## src/rtl/fat_pkg.sv

```systemverilog
// Package: shared space codes and configuration selects for the flat
// address aperture translator. Assumes a 64-bit flat and 32-bit segment space.
package fat_pkg;

    typedef enum logic [1:0] {
        SP_GLOBAL  = 2'd0,
        SP_LOCAL   = 2'd1,
        SP_PRIVATE = 2'd2,
        SP_RSVD    = 2'd3
    } space_e;

    localparam logic [1:0] CFG_PRIV_HI = 2'd0;
    localparam logic [1:0] CFG_LOC_HI  = 2'd1;
    localparam logic [1:0] CFG_SCR_LO  = 2'd2;
    localparam logic [1:0] CFG_SCR_HI  = 2'd3;

endpackage

```

## src/rtl/fat_cfg_regs.sv

```systemverilog
// Module: holds the two aperture bases (upper halves) and the scratch base.
// Assumes ADDR_W == 2*SEG_W so each register half is one write word wide.
// Writes are dropped while busy is high.
module fat_cfg_regs
    import fat_pkg::*;
#(
    parameter int ADDR_W = 64,
    parameter int SEG_W  = 32
) (
    input  logic              clk,
    input  logic              rst_n,
    input  logic              we,
    input  logic [1:0]        sel,
    input  logic [SEG_W-1:0]  wdata,
    input  logic              busy,
    output logic [SEG_W-1:0]  priv_hi,
    output logic [SEG_W-1:0]  loc_hi,
    output logic [ADDR_W-1:0] scratch_base
);
    localparam int HI_W = ADDR_W - SEG_W;

    logic [SEG_W-1:0] scr_lo_q;
    logic [HI_W-1:0]  scr_hi_q;
    logic             wr_ok;

    // Purpose: a write only lands while no request is pending or held.
    assign wr_ok = we && !busy;

    // Purpose: load the selected configuration word, clear on reset.
    always_ff @(posedge clk) begin
        if (!rst_n) begin
            priv_hi  <= '0;
            loc_hi   <= '0;
            scr_lo_q <= '0;
            scr_hi_q <= '0;
        end else if (wr_ok) begin
            case (sel)
                CFG_PRIV_HI: priv_hi  <= wdata;
                CFG_LOC_HI:  loc_hi   <= wdata;
                CFG_SCR_LO:  scr_lo_q <= wdata;
                default:     scr_hi_q <= wdata[HI_W-1:0];
            endcase
        end
    end

    assign scratch_base = {scr_hi_q, scr_lo_q};

    AST_CFG_LOCKED: assert property (@(posedge clk) disable iff (!rst_n)
        busy |=> $stable({priv_hi, loc_hi, scratch_base}))
        else $error("configuration changed while busy");

endmodule

```

## src/rtl/fat_scratch_addr.sv

```systemverilog
// Module: forms the lane-interleaved scratch address
// base + offset*lanes*4 + lane*4. Assumes the lane count is 2^LANE_W
// (wave64) or half of it, and that the result wraps at ADDR_W bits.
module fat_scratch_addr #(
    parameter int ADDR_W = 64,
    parameter int SEG_W  = 32,
    parameter int LANE_W = 6
) (
    input  logic [ADDR_W-1:0] base,
    input  logic [SEG_W-1:0]  offset,
    input  logic [LANE_W-1:0] lane,
    input  logic              wave64,
    output logic [ADDR_W-1:0] phys
);
    localparam int DW_SH = 2;
    localparam int SH_WIDE = LANE_W + DW_SH;
    localparam int SH_NARROW = LANE_W - 1 + DW_SH;

    logic [ADDR_W-1:0] off_ext;
    logic [ADDR_W-1:0] stride;
    logic [LANE_W-1:0] lane_eff;
    logic [ADDR_W-1:0] lane_ext;

    // Purpose: scale the offset by the wavefront's byte stride per dword row.
    always_comb begin
        off_ext  = {{(ADDR_W-SEG_W){1'b0}}, offset};
        stride   = wave64 ? (off_ext << SH_WIDE) : (off_ext << SH_NARROW);
        lane_eff = wave64 ? lane : {1'b0, lane[LANE_W-2:0]};
        lane_ext = {{(ADDR_W-LANE_W-DW_SH){1'b0}}, lane_eff, {DW_SH{1'b0}}};
        phys     = base + stride + lane_ext;
    end

endmodule

```

## src/rtl/fat_decode.sv

```systemverilog
// Module: combinational space decode and address conversion in both
// directions, with per-space null handling. Assumes 2^SEG_W-sized apertures
// aligned to 2^SEG_W; local takes priority if both bases are equal.
module fat_decode
    import fat_pkg::*;
#(
    parameter int ADDR_W = 64,
    parameter int SEG_W  = 32,
    parameter int LANE_W = 6
) (
    input  logic              to_flat,
    input  logic [1:0]        space_in,
    input  logic [ADDR_W-1:0] addr,
    input  logic [LANE_W-1:0] lane,
    input  logic              wave64,
    input  logic [SEG_W-1:0]  priv_hi,
    input  logic [SEG_W-1:0]  loc_hi,
    input  logic [ADDR_W-1:0] scratch_base,
    output space_e            space_o,
    output logic [ADDR_W-1:0] addr_o
);
    localparam int HI_W = ADDR_W - SEG_W;

    logic [HI_W-1:0]   hi;
    logic [SEG_W-1:0]  lo;
    logic [ADDR_W-1:0] scr_phys;

    assign hi = addr[ADDR_W-1:SEG_W];
    assign lo = addr[SEG_W-1:0];

    fat_scratch_addr #(.ADDR_W(ADDR_W), .SEG_W(SEG_W), .LANE_W(LANE_W)) scr_i (
        .base   (scratch_base),
        .offset (lo),
        .lane   (lane),
        .wave64 (wave64),
        .phys   (scr_phys)
    );

    // Purpose: pick the target space and the converted address.
    always_comb begin
        space_o = SP_GLOBAL;
        addr_o  = addr;
        if (!to_flat) begin
            if (addr == '0) begin
                case (space_in)
                    SP_LOCAL: begin
                        space_o = SP_LOCAL;
                        addr_o  = {{HI_W{1'b0}}, {SEG_W{1'b1}}};
                    end
                    SP_PRIVATE: begin
                        space_o = SP_PRIVATE;
                        addr_o  = '0;
                    end
                    default: begin
                        space_o = SP_GLOBAL;
                        addr_o  = '0;
                    end
                endcase
            end else if (hi == loc_hi) begin
                space_o = SP_LOCAL;
                addr_o  = {{HI_W{1'b0}}, lo};
            end else if (hi == priv_hi) begin
                space_o = SP_PRIVATE;
                addr_o  = scr_phys;
            end
        end else begin
            case (space_in)
                SP_LOCAL: begin
                    space_o = SP_LOCAL;
                    addr_o  = (lo == {SEG_W{1'b1}}) ? '0 : {loc_hi, lo};
                end
                SP_PRIVATE: begin
                    space_o = SP_PRIVATE;
                    addr_o  = (lo == '0) ? '0 : {priv_hi, lo};
                end
                default: begin
                    space_o = SP_GLOBAL;
                    addr_o  = addr;
                end
            endcase
        end
    end

endmodule

```

## src/rtl/flat_aperture_xlate.sv

```systemverilog
// Module: top of the flat address aperture translator. Accepts one request
// per cycle on valid/ready and presents the converted address from a
// register one cycle later. Assumes configuration is written only while idle.
module flat_aperture_xlate
    import fat_pkg::*;
#(
    parameter int ADDR_W = 64,
    parameter int SEG_W  = 32,
    parameter int LANE_W = 6
) (
    input  logic              clk,
    input  logic              rst_n,
    input  logic              cfg_we,
    input  logic [1:0]        cfg_sel,
    input  logic [SEG_W-1:0]  cfg_wdata,
    input  logic              req_valid,
    output logic              req_ready,
    input  logic              req_to_flat,
    input  logic [1:0]        req_space,
    input  logic [ADDR_W-1:0] req_addr,
    input  logic [LANE_W-1:0] req_lane,
    input  logic              req_wave64,
    output logic              rsp_valid,
    input  logic              rsp_ready,
    output logic [1:0]        rsp_space,
    output logic [ADDR_W-1:0] rsp_addr
);
    localparam int HI_W = ADDR_W - SEG_W;

    logic [SEG_W-1:0]  priv_hi;
    logic [SEG_W-1:0]  loc_hi;
    logic [ADDR_W-1:0] scratch_base;
    space_e            dec_space;
    logic [ADDR_W-1:0] dec_addr;
    logic              accept;
    logic              dir_q;
    space_e            space_q;

    fat_cfg_regs #(.ADDR_W(ADDR_W), .SEG_W(SEG_W)) cfg_i (
        .clk          (clk),
        .rst_n        (rst_n),
        .we           (cfg_we),
        .sel          (cfg_sel),
        .wdata        (cfg_wdata),
        .busy         (req_valid || rsp_valid),
        .priv_hi      (priv_hi),
        .loc_hi       (loc_hi),
        .scratch_base (scratch_base)
    );

    fat_decode #(.ADDR_W(ADDR_W), .SEG_W(SEG_W), .LANE_W(LANE_W)) dec_i (
        .to_flat      (req_to_flat),
        .space_in     (req_space),
        .addr         (req_addr),
        .lane         (req_lane),
        .wave64       (req_wave64),
        .priv_hi      (priv_hi),
        .loc_hi       (loc_hi),
        .scratch_base (scratch_base),
        .space_o      (dec_space),
        .addr_o       (dec_addr)
    );

    // Purpose: accept a new request whenever the output slot is free or draining.
    assign req_ready = !rsp_valid || rsp_ready;
    assign accept    = req_valid && req_ready;

    // Purpose: capture the converted result and manage the output valid.
    always_ff @(posedge clk) begin
        if (!rst_n) begin
            rsp_valid <= 1'b0;
            rsp_addr  <= '0;
            space_q   <= SP_GLOBAL;
            dir_q     <= 1'b0;
        end else if (accept) begin
            rsp_valid <= 1'b1;
            rsp_addr  <= dec_addr;
            space_q   <= dec_space;
            dir_q     <= req_to_flat;
        end else if (rsp_ready) begin
            rsp_valid <= 1'b0;
        end
    end

    assign rsp_space = space_q;

    AST_HOLD_STALL: assert property (@(posedge clk) disable iff (!rst_n)
        (rsp_valid && !rsp_ready) |=> (rsp_valid && $stable(rsp_addr) && $stable(rsp_space)))
        else $error("output changed while stalled");

    AST_ONE_CYCLE: assert property (@(posedge clk) disable iff (!rst_n)
        $past(req_valid && req_ready && rst_n) |-> rsp_valid)
        else $error("accepted request produced no result");

    AST_NO_RSVD_SPACE: assert property (@(posedge clk) disable iff (!rst_n)
        rsp_valid |-> (rsp_space != SP_RSVD))
        else $error("reserved space code on output");

    AST_LOCAL_UPPER_ZERO: assert property (@(posedge clk) disable iff (!rst_n)
        (rsp_valid && !dir_q && rsp_space == SP_LOCAL) |-> (rsp_addr[ADDR_W-1:SEG_W] == {HI_W{1'b0}}))
        else $error("local segment result has non-zero upper half");

    AST_SCRATCH_ALIGN: assert property (@(posedge clk) disable iff (!rst_n)
        (rsp_valid && !dir_q && rsp_space == SP_PRIVATE && rsp_addr != '0)
            |-> (rsp_addr[1:0] == scratch_base[1:0]))
        else $error("scratch address lost dword alignment");

endmodule

```

## config.mk

```make
export PLATFORM = sky130hd
export DESIGN_NAME = flat_aperture_xlate
export DESIGN_NICKNAME = d
export VERILOG_FILES = /design/src/rtl/fat_pkg.sv /design/src/rtl/fat_cfg_regs.sv /design/src/rtl/fat_scratch_addr.sv /design/src/rtl/fat_decode.sv /design/src/rtl/flat_aperture_xlate.sv
export SDC_FILE = /design/constraint.sdc
export NUM_CORES = 1
export LEC_CHECK = 0
export ABC_AREA = 1
export BUFFER_PORTS_ARGS = -buffer_cell sky130_fd_sc_hd__buf_2
export CAP_MARGIN = 20
export CORE_ASPECT_RATIO = 0.5
export CORE_MARGIN = 4
export CORE_UTILIZATION = 55
export DETAILED_ROUTE_END_ITERATION = 8
export GPL_TIMING_DRIVEN = 0
export PLACE_DENSITY_LB_ADDON = 0.12
export SLEW_MARGIN = 20
export SYNTH_ARGS = -nofsm -noshare
export SYNTH_HDL_FRONTEND = slang
export SYNTH_HIERARCHICAL = 1
export SYNTH_SLANG_ARGS = --single-unit
```

## constraint.sdc

```tcl
create_clock -name clk -period 4.2 [get_ports clk]
set_input_delay 0.42 -clock clk [delete_from_list [all_inputs] [get_ports clk]]
set_output_delay 0.42 -clock clk [all_outputs]
set_load 0.01 [all_outputs]
```

Word level (Yosys, flattened, before mapping). Cells that the tools add are included.

Input port bits: 113. Logic and storage cells: 49. Flip-flop bits (word level): 195. ROM bits: 0. Memories: 0. Bits in latches: 0. Memory bits (writable): 0. Output and inout port bits: 68.

Reductions and logical operators: 15. Muxes and demuxes: 17. Bitwise operators: 1. Add/subtract/negate cells: 2. Shift-type cells: 0. Equal/unequal tests: 7. Magnitude comparators: 0. Multiply operators: 0. Div/mod/pow operators: 0.

Operators by type and width (count): two-way mux 64 bit (6); one-hot mux 64 bit (2 select lines) (1); adder 64 bit (1); adder 64 x 8 -> 64 bit (1); equality test 32 bit (2); logical NOT 64 bit (1); two-way mux 40 bit (1); equality test 32 bit, second input constant (1); logical NOT 32 bit (1); two-way mux 32 bit (1); two-way mux 2 bit (4); AND reduction 2 bit (4); two-way mux 6 bit (1); equality test 2 x 1 -> 1 bit, second input constant (2); equality test 2 bit, second input constant (2); one-hot mux 2 bit (2 select lines) (1); OR reduction 3 bit (1); logical AND 1 bit (2); logical NOT 1 bit (2); logical NOT 2 bit (1); logical OR 1 bit (2); two-way mux 1 bit (2); nonzero test 2 bit (1); inverter 1 bit (1).

Depth between registers and ports, before layout. Gate-level depths: netlist of the first run.

Depth after elaboration: 7. Mapped depth: 26. Gate-level depth less buffers: 25.

Modules after synthesis. Netlist of the first run, hierarchy kept.

By module, submodules not included: fat_scratch_addr (sequential area each 0.0 µm², cells each 1102, instances 1, area an instance 5342.6 µm²); fat_cfg_regs (sequential area each 2562.5 µm², cells each 743, instances 1, area an instance 5142.4 µm²); fat_decode (sequential area each 0.0 µm², cells each 826, instances 1, area an instance 3639.7 µm²); flat_aperture_xlate (sequential area each 1341.3 µm², cells each 438, instances 1, area an instance 3054.2 µm²).

Least setup slack after synthesis of the first run. OpenSTA, ideal clock, no wires.

Path type: input-to-reg. Start point: in req_wave64. End point: reg rsp_addr[41]. Setup slack: 1.171 ns. Path buffers: 1. Setup time: 0.115 ns. Arrival time: 2.914 ns. Required time: 4.085 ns. Stages on the path: 26. Cell sequence: inv_1 -> clkbuf_1 -> nand2_1 -> fa_1 -> inv_1 -> ha_1 -> nand2_1 -> inv_1 -> nand2_1 -> nand2_1 -> nor2_1 -> inv_1 -> nand3b_1 -> nand2_1 -> nand2_1 -> nand2_1 -> nand2_1 -> nand2_1 -> nand2_1 -> o21ai_0 -> nand2_1 -> nand2_1 -> inv_1 -> nand3_1 -> nand2_1 -> nor2_1.

Cells in the longest elaborated chain, start to end: 7. Elaborated cells on any way between the ends: 8. Classes of those cells: add/sub: 2; mux: 6.

RTL lines: from (decl) (line flat_aperture_xlate.sv:22) `input logic req_wave64,`; two-way mux 40 bit (line fat_scratch_addr.sv:27) `stride = wave64 ? (off_ext << SH_WIDE) : (off_ext << SH_NARROW);`; adder 64 bit (line fat_scratch_addr.sv:30) `phys = base + stride + lane_ext;`; adder 64 x 8 -> 64 bit (*) (line fat_scratch_addr.sv:30); named net dec_i.scr_phys[41] (line fat_decode.sv:26) `logic [ADDR_W-1:0] scr_phys;`; two-way mux 64 bit (*) (line fat_decode.sv:62) `end else if (hi == priv_hi) begin`; two-way mux 64 bit (*) (line fat_decode.sv:59) `end else if (hi == loc_hi) begin`; two-way mux 64 bit (*) (line fat_decode.sv:44) `if (addr == '0) begin`; two-way mux 64 bit (*) (line fat_decode.sv:43) `if (!to_flat) begin`; named net dec_addr[41] (line flat_aperture_xlate.sv:34) `logic [ADDR_W-1:0] dec_addr;`; to (signal assigned) (line flat_aperture_xlate.sv:77) `rsp_addr <= dec_addr;`; to (decl) (line flat_aperture_xlate.sv:26) `output logic [ADDR_W-1:0] rsp_addr`.

The timed path passes the listed nets; every way through them passes the cells marked *. A chain may end at the register's enable or synchronous reset.

Final worst setup path of the first run.
Start point: in req_wave64. End point: reg rsp_addr[34].

The elaborated chain is that of the path after synthesis.

==> metrics.cfg, run 1 <==
[cts]
clkSlewWorstSetupHoldPaths_ns = 0.09
ctsHtreeMaxLevel = 4
cts_root_buffer = clkbuf_16
cts_buffers = 17
cts.sinks = 195
hold_buffers = 0
cts_tree = done
insertion_delay_ns = 0.47
clock_path_buffers = 2

[placement]
place_area_mm2 = 0.0186
globalplace.congestion = 1.03
place_hpwl_um = 54600
pre_cts_ws_ns = 0.0400
dp.cells = 3709
numPortBuffers = 177

[yosys]
ys_ff_latch = 195
yosys.area.top_type_share = 0.227
yosysMostFrequentCell = nand2_1
avgSynthCellArea_um2 = 5.53
netlist_top_cells_area = dfxtp_1, nand2_1, nor2_1, inv_1, nand3_1
synth_common_cells = nand2_1, nor2_1, inv_1, nand3_1, dfxtp_1
ys.warnings.count = 6
yosysUniqueCellTypes = 39
netlist.top_cell.by_area = dfxtp_1
ys_seq_area_frac = 0.227
synthesis.nets = 3301
synth-edff-count = 0
syn_area_mm2 = 0.0172
synthArstFlopShare = 0
synth_cells = 3109
ys.flop_type = dfxtp_1

[grt]
grt_pass1_vias = 17622
gr-total-overflow = 0
grt_antenna_before_repair = 2
grtUsageTotal = 0.378
grt_max_degree = 23
grt.busiest_layer = met2
use_met3 = 0.0989
grt_pass1_wl_um = 100000
use_met2 = 0.560
grtUsageMet1 = 0.538

[setup_path]
cp_common_cell = nand2_1
crit_arrival_ns = 4.35
cp_slowest_stage_delay_ns = 0.44
crit_buf_inv = 4
critPathLaunchType = input port
path_class = input port to flip-flop
worstSetupPathDepth = 20
reg2reg_from = cfg_i/scr_lo_q[7]
crit_fanout = 10
cpLargestDelayFamily = simple AND/OR/NAND/NOR gates
startpoint = req_wave64
cp_slowest_cell = xnor2_1
setup.worst_path.end_class = flip-flop
worst_ep_required_time_ns = 4.60
crit_chain = buf_2 -> inv_1 -> clkbuf_1 -> o21ai_0 -> ha_1 -> ha_1 -> nand2_1 -> nor2_1 -> nand2_1 -> nor3_1 -> a21oi_1 -> xnor2_1 -> nand2_1 -> nand2_1 -> nand2_1 -> nand2_1 -> inv_1 -> nand3_1 -> nand2_1 -> nor2_1
reg2reg_depth = 20

[sta]
rsz0062_at_grt = false
timing.slew.headroom = 0.196
skew_ns = 0.0170
period_needed_ns = 3.95
tightest_slew_ns = 1.20
finalSetupTns_ns = 0
fin_ws_ns = 0.252
setup_violations = 0
timing.fmax_mhz = 253
hold_violations = 0
period_share = 0.940
drv_slew = 0
hold_ws_ns = 0.251

[hold_path]
hold_class = input port to flip-flop
hp-start = rst_n
hold_path_depth = 3

[route]
drt-initial-drc-count = 2612
drc_errors = 0
wl_um = 66600
routedWlPerCell_um = 17.8
dr_total_vias = 20244
routed_via_density = 5.41
ant_nets = 0
firstDrtPassIters = 7

[power_and_ir_drop]
clkPwrFrac = 0.349
ir_worst_vdd_mv = 0.250
p_switching_uw = 1880
power_density_mw_per_mm2 = 263
power_frac_seq = 0.396
pwr-share-comb = 0.255
swShare = 0.371
p_int_uw = 3180
leakage_uw = 0.0104

[floorplan]
die_area_mm2 = 0.0343
die_w_um = 258
core_region_area_mm2 = 0.0306
initial_core_util = 0.562
io_pins = 181
fp-row-count = 45
fp.dieH_um = 133

[job]
maxCapViolations = 0

[finish]
syn_to_final_growth_pct = 11.9
layout-drive-gt1-share = 0.115
final_area_mm2 = 0.0192
fin_cells = 3743
nets = 3497

[outcome]
outcome = complete, no violations

-- registers in the layout, indices dropped and copies added (netlist names) --
name / cells
rsp_addr: 64
cfg_i/loc_hi: 32
cfg_i/priv_hi: 32
cfg_i/scr_hi_q: 32
cfg_i/scr_lo_q: 32
rsp_space: 2
rsp_valid: 1
-- layer usage --
metal / wire (um) / vias to the layer above
met5: 69 / -
met4: 2150 / 4
met3: 7890 / 137
met2: 27200 / 1014
met1: 29300 / 9141
li1: - / 9948
-- layout make-up --
type	instances	area (um2)
diodes	2	5.00
plain buffers	136	761
clock buffers	17	425
clock inverters	15	193
fillers	3187	11400
inverters	475	1780
multi-input cells	2303	10700
flip-flops and latches	195	3900
well taps	423	529
repair buffers	177	886
-- placed cells by master (no fill, tap or decap), types with 15 or more instances in the layout --
cell type and count:
ha_1 77, inv_2 25, buf_2 244, clkbuf_16 17, nor3_1 18, o21ai_0 89, nand2_1 985, xnor2_1 27
nor2_2 15, dfxtp_1 195, nand3_1 307, a21oi_1 137, nand4_1 19, nor2_1 506, o21ai_1 26, xor2_1 39
clkbuf_1 38, inv_1 447
-- worst reg2reg max path: stages, from the launching register on --
cell and delay [ns]:
dfxtp_1 0.43, inv_1 0.09, fa_1 0.55, inv_1 0.05
ha_1 0.34, nand2_1 0.13, nor2_1 0.18, nand2_1 0.07
nand2_1 0.15, nand2_1 0.07, nand2_1 0.18, a21oi_1 0.11
xnor2_1 0.44, nand2_1 0.14, nand2_1 0.09, nand2_1 0.06
nand2_1 0.10, inv_1 0.06, nand3_1 0.08, nand2_1 0.06
nor2_1 0.08
-- logic make-up after synthesis --
family | Yosys count | synth area share
buf+inv | 611 | 0.148
flops | 195 | 0.227
xor+xnor | 66 | 0.0336
fa+ha+maj | 79 | 0.0584
simple gates | 1877 | 0.446
compound gates | 281 | 0.0869
-- worst paths after layout --
check / endpoint / slack (ns)
setup / recovery: rsp_addr[34] / 0.25
hold / removal: rsp_space[1] / 0.25
setup reg to reg: rsp_addr[34] / 0.68
hold reg to reg: rsp_addr[10] / 0.48
-- timing repair --
action / CTS / global route
resized for setup: 0 / 1
endpoints found under the setup margin: 0 / 1
setup buffers: 0 / 0
-- stage by stage --
stage                     power (uW)  utilization
after floorplan                 2830            -
after global placement          3280        0.608
after detailed placement        3290        0.608
after CTS                       5030        0.628
after global routing            5270        0.629
final                           5060        0.629
-- power groups by stage --
stage	sequential, uW	clock [uW]	combinational [uW]
floorplan	2050	0	774
global placement	2040	0	1240
detailed placement	2040	0	1250
CTS	2000	1770	1260
global route	2010	1840	1420
finish	2000	1760	1290
Note: power is estimated with default switching activity, not from simulation.
==> inputs of run 2 (changes only) <==
--- a/config.mk
+++ b/config.mk
@@ -13,9 +13,10 @@
 export CORE_UTILIZATION = 55
 export DETAILED_ROUTE_END_ITERATION = 8
 export GPL_TIMING_DRIVEN = 0
+export MAX_ROUTING_LAYER = met4
 export PLACE_DENSITY_LB_ADDON = 0.12
+export SKIP_LAST_GASP = 1
 export SLEW_MARGIN = 20
 export SYNTH_ARGS = -nofsm -noshare
 export SYNTH_HDL_FRONTEND = slang
-export SYNTH_HIERARCHICAL = 1
 export SYNTH_SLANG_ARGS = --single-unit
==> metrics.cfg, run 2 <==
[outcome]
outcome = complete, no violations

[yosys]
synth_cells = 2712  ; -13%
synth_xor_area_frac = 0.0237  ; -0.00994
ys_seq_area_frac = 0.252  ; +0.0244
synth_compound_area_frac = 0.193  ; +0.106
synth-simple-area-share = 0.344  ; -0.102
synthesis.nets = 2904  ; -12%
synthAdderAreaFrac = 0.0647  ; +0.00627
ys.warnings.count = 0  ; -6
yosysUniqueCellTypes = 32  ; -18%
avgSynthCellArea_um2 = 5.72  ; +3.5%
syn_area_mm2 = 0.0155  ; -9.7%
synth_top_family_by_area = simple AND/OR/NAND/NOR gates
ys.flop_type = dfxtp_1
synthArstFlopShare = 0  ; unchanged
yosysMostFrequentCell = nand2_1
synthMuxAreaShare = 0  ; unchanged
netlist.top_cell.by_area = dfxtp_1
netlist_top_cells_area = dfxtp_1, nand2_1, a21oi_1, inv_1, o21ai_0
yosys.area.top_type_share = 0.252  ; +0.0244
synth-edff-count = 0  ; unchanged
ys_ff_latch = 195  ; unchanged
synth_common_cells = nand2_1, inv_1, a21oi_1, nor2_1, o21ai_0

[route]
drc_errors = 0  ; unchanged
routedWlPerCell_um = 19.2  ; +8.0%
dr_total_vias = 18776  ; -7.3%
ant_nets = 0  ; unchanged
drt-initial-drc-count = 2555  ; -2.2%
wl_um = 63500  ; -4.8%
firstDrtPassIters = 6  ; -1
routed_via_density = 5.69  ; +5.2%

[job]
maxCapViolations = 0  ; unchanged

[sta]
rsz0062_at_grt = false
period_share = 0.863  ; -0.0767
timing.fmax_mhz = 276  ; +8.9%
fin_ws_ns = 0.574  ; +0.322 ns
hold_violations = 0  ; unchanged
tightest_slew_ns = 0.934  ; -0.262 ns
finalSetupTns_ns = 0  ; unchanged
setup_violations = 0  ; unchanged
drv_slew = 0  ; unchanged
skew_ns = 0.0225  ; +0.00551 ns
period_needed_ns = 3.63  ; -0.322 ns
timing.slew.headroom = 0.375  ; +0.178

[cts]
hold_buffers = 0  ; unchanged
clkSlewWorstSetupHoldPaths_ns = 0.08  ; about the same
post_cts_buffers = 0  ; unchanged
cts_buffers = 17  ; unchanged
ctsHtreeMaxLevel = 4  ; unchanged
cts_root_buffer = clkbuf_16
cts_resized = 0  ; unchanged
clock_path_buffers = 2  ; unchanged
insertion_delay_ns = 0.47  ; about the same
cts_tree = done
cts.sinks = 195  ; unchanged

[setup_path]
crit_arrival_ns = 3.98  ; -0.37 ns
critPathLaunchType = input port
worst_ep_required_time_ns = 4.55  ; -0.05 ns
setup.worst_path.end_class = flip-flop
crit_fanout = 10  ; unchanged
r2r_slack_ns = 0.96  ; +0.28 ns
reg2reg_from = cfg_i.scr_lo_q[7]
reg2reg_depth = 17  ; -15%
path_class = input port to flip-flop
crit-reg2reg-capture = rsp_addr[43]

[hold_path]
hold_path_depth = 3  ; unchanged
hold_class = input port to flip-flop
hp-start = req_valid
hold_end = rsp_valid

[placement]
place_hpwl_um = 51600  ; -5.5%
numPortBuffers = 173  ; -2.3%
pre_cts_ws_ns = 0.215  ; +0.175 ns
globalplace.congestion = 1.06  ; +2.7%

[finish]
largest-register = rsp_addr
syn_to_final_growth_pct = 12.3
fillers = 2913  ; -8.6%
layout-drive-gt1-share = 0.0878  ; -0.0267
nets = 3096  ; -11%
final_common_cell = nand2_1
largest_reg_flops = 64  ; unchanged
layout_common_cells = nand2_1, inv_1, a21oi_1

[floorplan]
initial_core_util = 0.559  ; -0.00304
die_w_um = 246  ; -4.8%
die_area_mm2 = 0.0311  ; -9.3%
core_region_area_mm2 = 0.0278  ; -9.2%
fp.dieH_um = 127  ; -4.7%
io_pins = 181  ; unchanged
fp-row-count = 43  ; -4.4%

[power_and_ir_drop]
finalPower_uw = 4780  ; -5.4%
leakage_uw = 0.00853  ; -18%
ir_worst_vdd_mv = 0.299  ; +20%
power_density_mw_per_mm2 = 274  ; +4.3%

[grt]
grt_pass1_vias = 16442  ; -6.7%
grt_pass1_wl_um = 94200  ; -5.9%
grt_antenna_before_repair = 6  ; +4
gr-total-overflow = 0  ; unchanged
grt_max_degree = 18  ; -22%
grtUsageTotal = 0.404  ; +0.0260

[run 2: cell count changes after synthesis, moves of 15 or more]
| cell | before | now |
|---|---|---|
| a21oi_1 | 137 | 315 |
| buf_2 | 67 | 14 |
| clkbuf_1 | 38 | 88 |
| inv_1 | 447 | 362 |
| nand2_1 | 985 | 849 |
| nand3_1 | 307 | 145 |
| nand4_1 | 19 | 47 |
| nor2_1 | 506 | 240 |
| nor2_2 | 15 | 0 |
| o211ai_1 | 14 | 33 |
| o21ai_0 | 89 | 214 |
| o21ai_1 | 26 | 5 |
| xor2_1 | 39 | 21 |
[run 2: final cells by class]
cell class,count,area (um2),area share
Antenna cell,3,7.51,0.000431
Buffer,109,442,0.0253
Clock buffer,20,467,0.0268
Clock inverter,11,96.3,0.00553
Inverter,393,1480,0.0846
Multi-Input combinational cell,2015,9690,0.556
Sequential cell,195,3900,0.224
Tap cell,382,478,0.0274
Timing Repair Buffer,173,866,0.0497
[run 2: cell families (layout without fill, tap and decap cells)]
group / Yosys count / in the layout
xor+xnor: 42 / 42
other cells: 0 / 3
flops: 195 / 195
compound gates: 577 / 577
fa+ha+maj: 79 / 79
simple gates: 1317 / 1317
buf+inv: 502 / 706
[run 2: worst max-delay path by stage]
stage                           from           end  slack, ns  cells after the start
final                     req_wave64  rsp_addr[43]       0.57                     19
after global routing      req_wave64  rsp_addr[43]       0.23                     19
after CTS                 req_wave64  rsp_addr[43]       0.71                     19
after detailed placement  req_wave64  rsp_addr[43]       0.22                     19
after global placement    req_wave64  rsp_addr[43]       0.23                     19
after floorplan           req_wave64  rsp_addr[28]       1.19                     19
[run 2: routing by layer]
layer,wire (um),vias to the layer above,global-route usage
met5,0,-,-
li1,-,9069,-
met1,26800,8508,0.570
met2,26200,1070,0.580
met3,8600,129,0.0845
met4,1900,0,0.124
[run 2: where the power goes]
part	total (uW)	switching, uW	internal (uW)
sequential	1990	58.3	1930
clock	1660	842	818
combinational	1130	771	357
[run 2: metrics by stage]
step	area, um2	hold WS, ns	utilization	instances
finish	17400	0.241	0.628	3301
global route	17400	0.250	0.628	3301
CTS	17400	0.227	0.628	3298
detailed placement	16900	0.451	0.607	3267
global placement	16900	0.437	0.607	3267
floorplan	15500	0.427	-	2712
[run 2: critical path, cell delays in order]
cell and delay, ns:
clkbuf_1 0.27, clkbuf_1 0.42, nand2_1 0.15, fa_1 0.52
inv_1 0.04, ha_1 0.35, nand2_1 0.12, nor2_1 0.18
nand3_1 0.13, nand2_1 0.16, nand2_1 0.09, nand2_1 0.21
nand2_1 0.11, nand2_1 0.17, nand2_1 0.13, nand3_1 0.09
nand3_1 0.21, nand2_1 0.14, a21oi_1 0.07
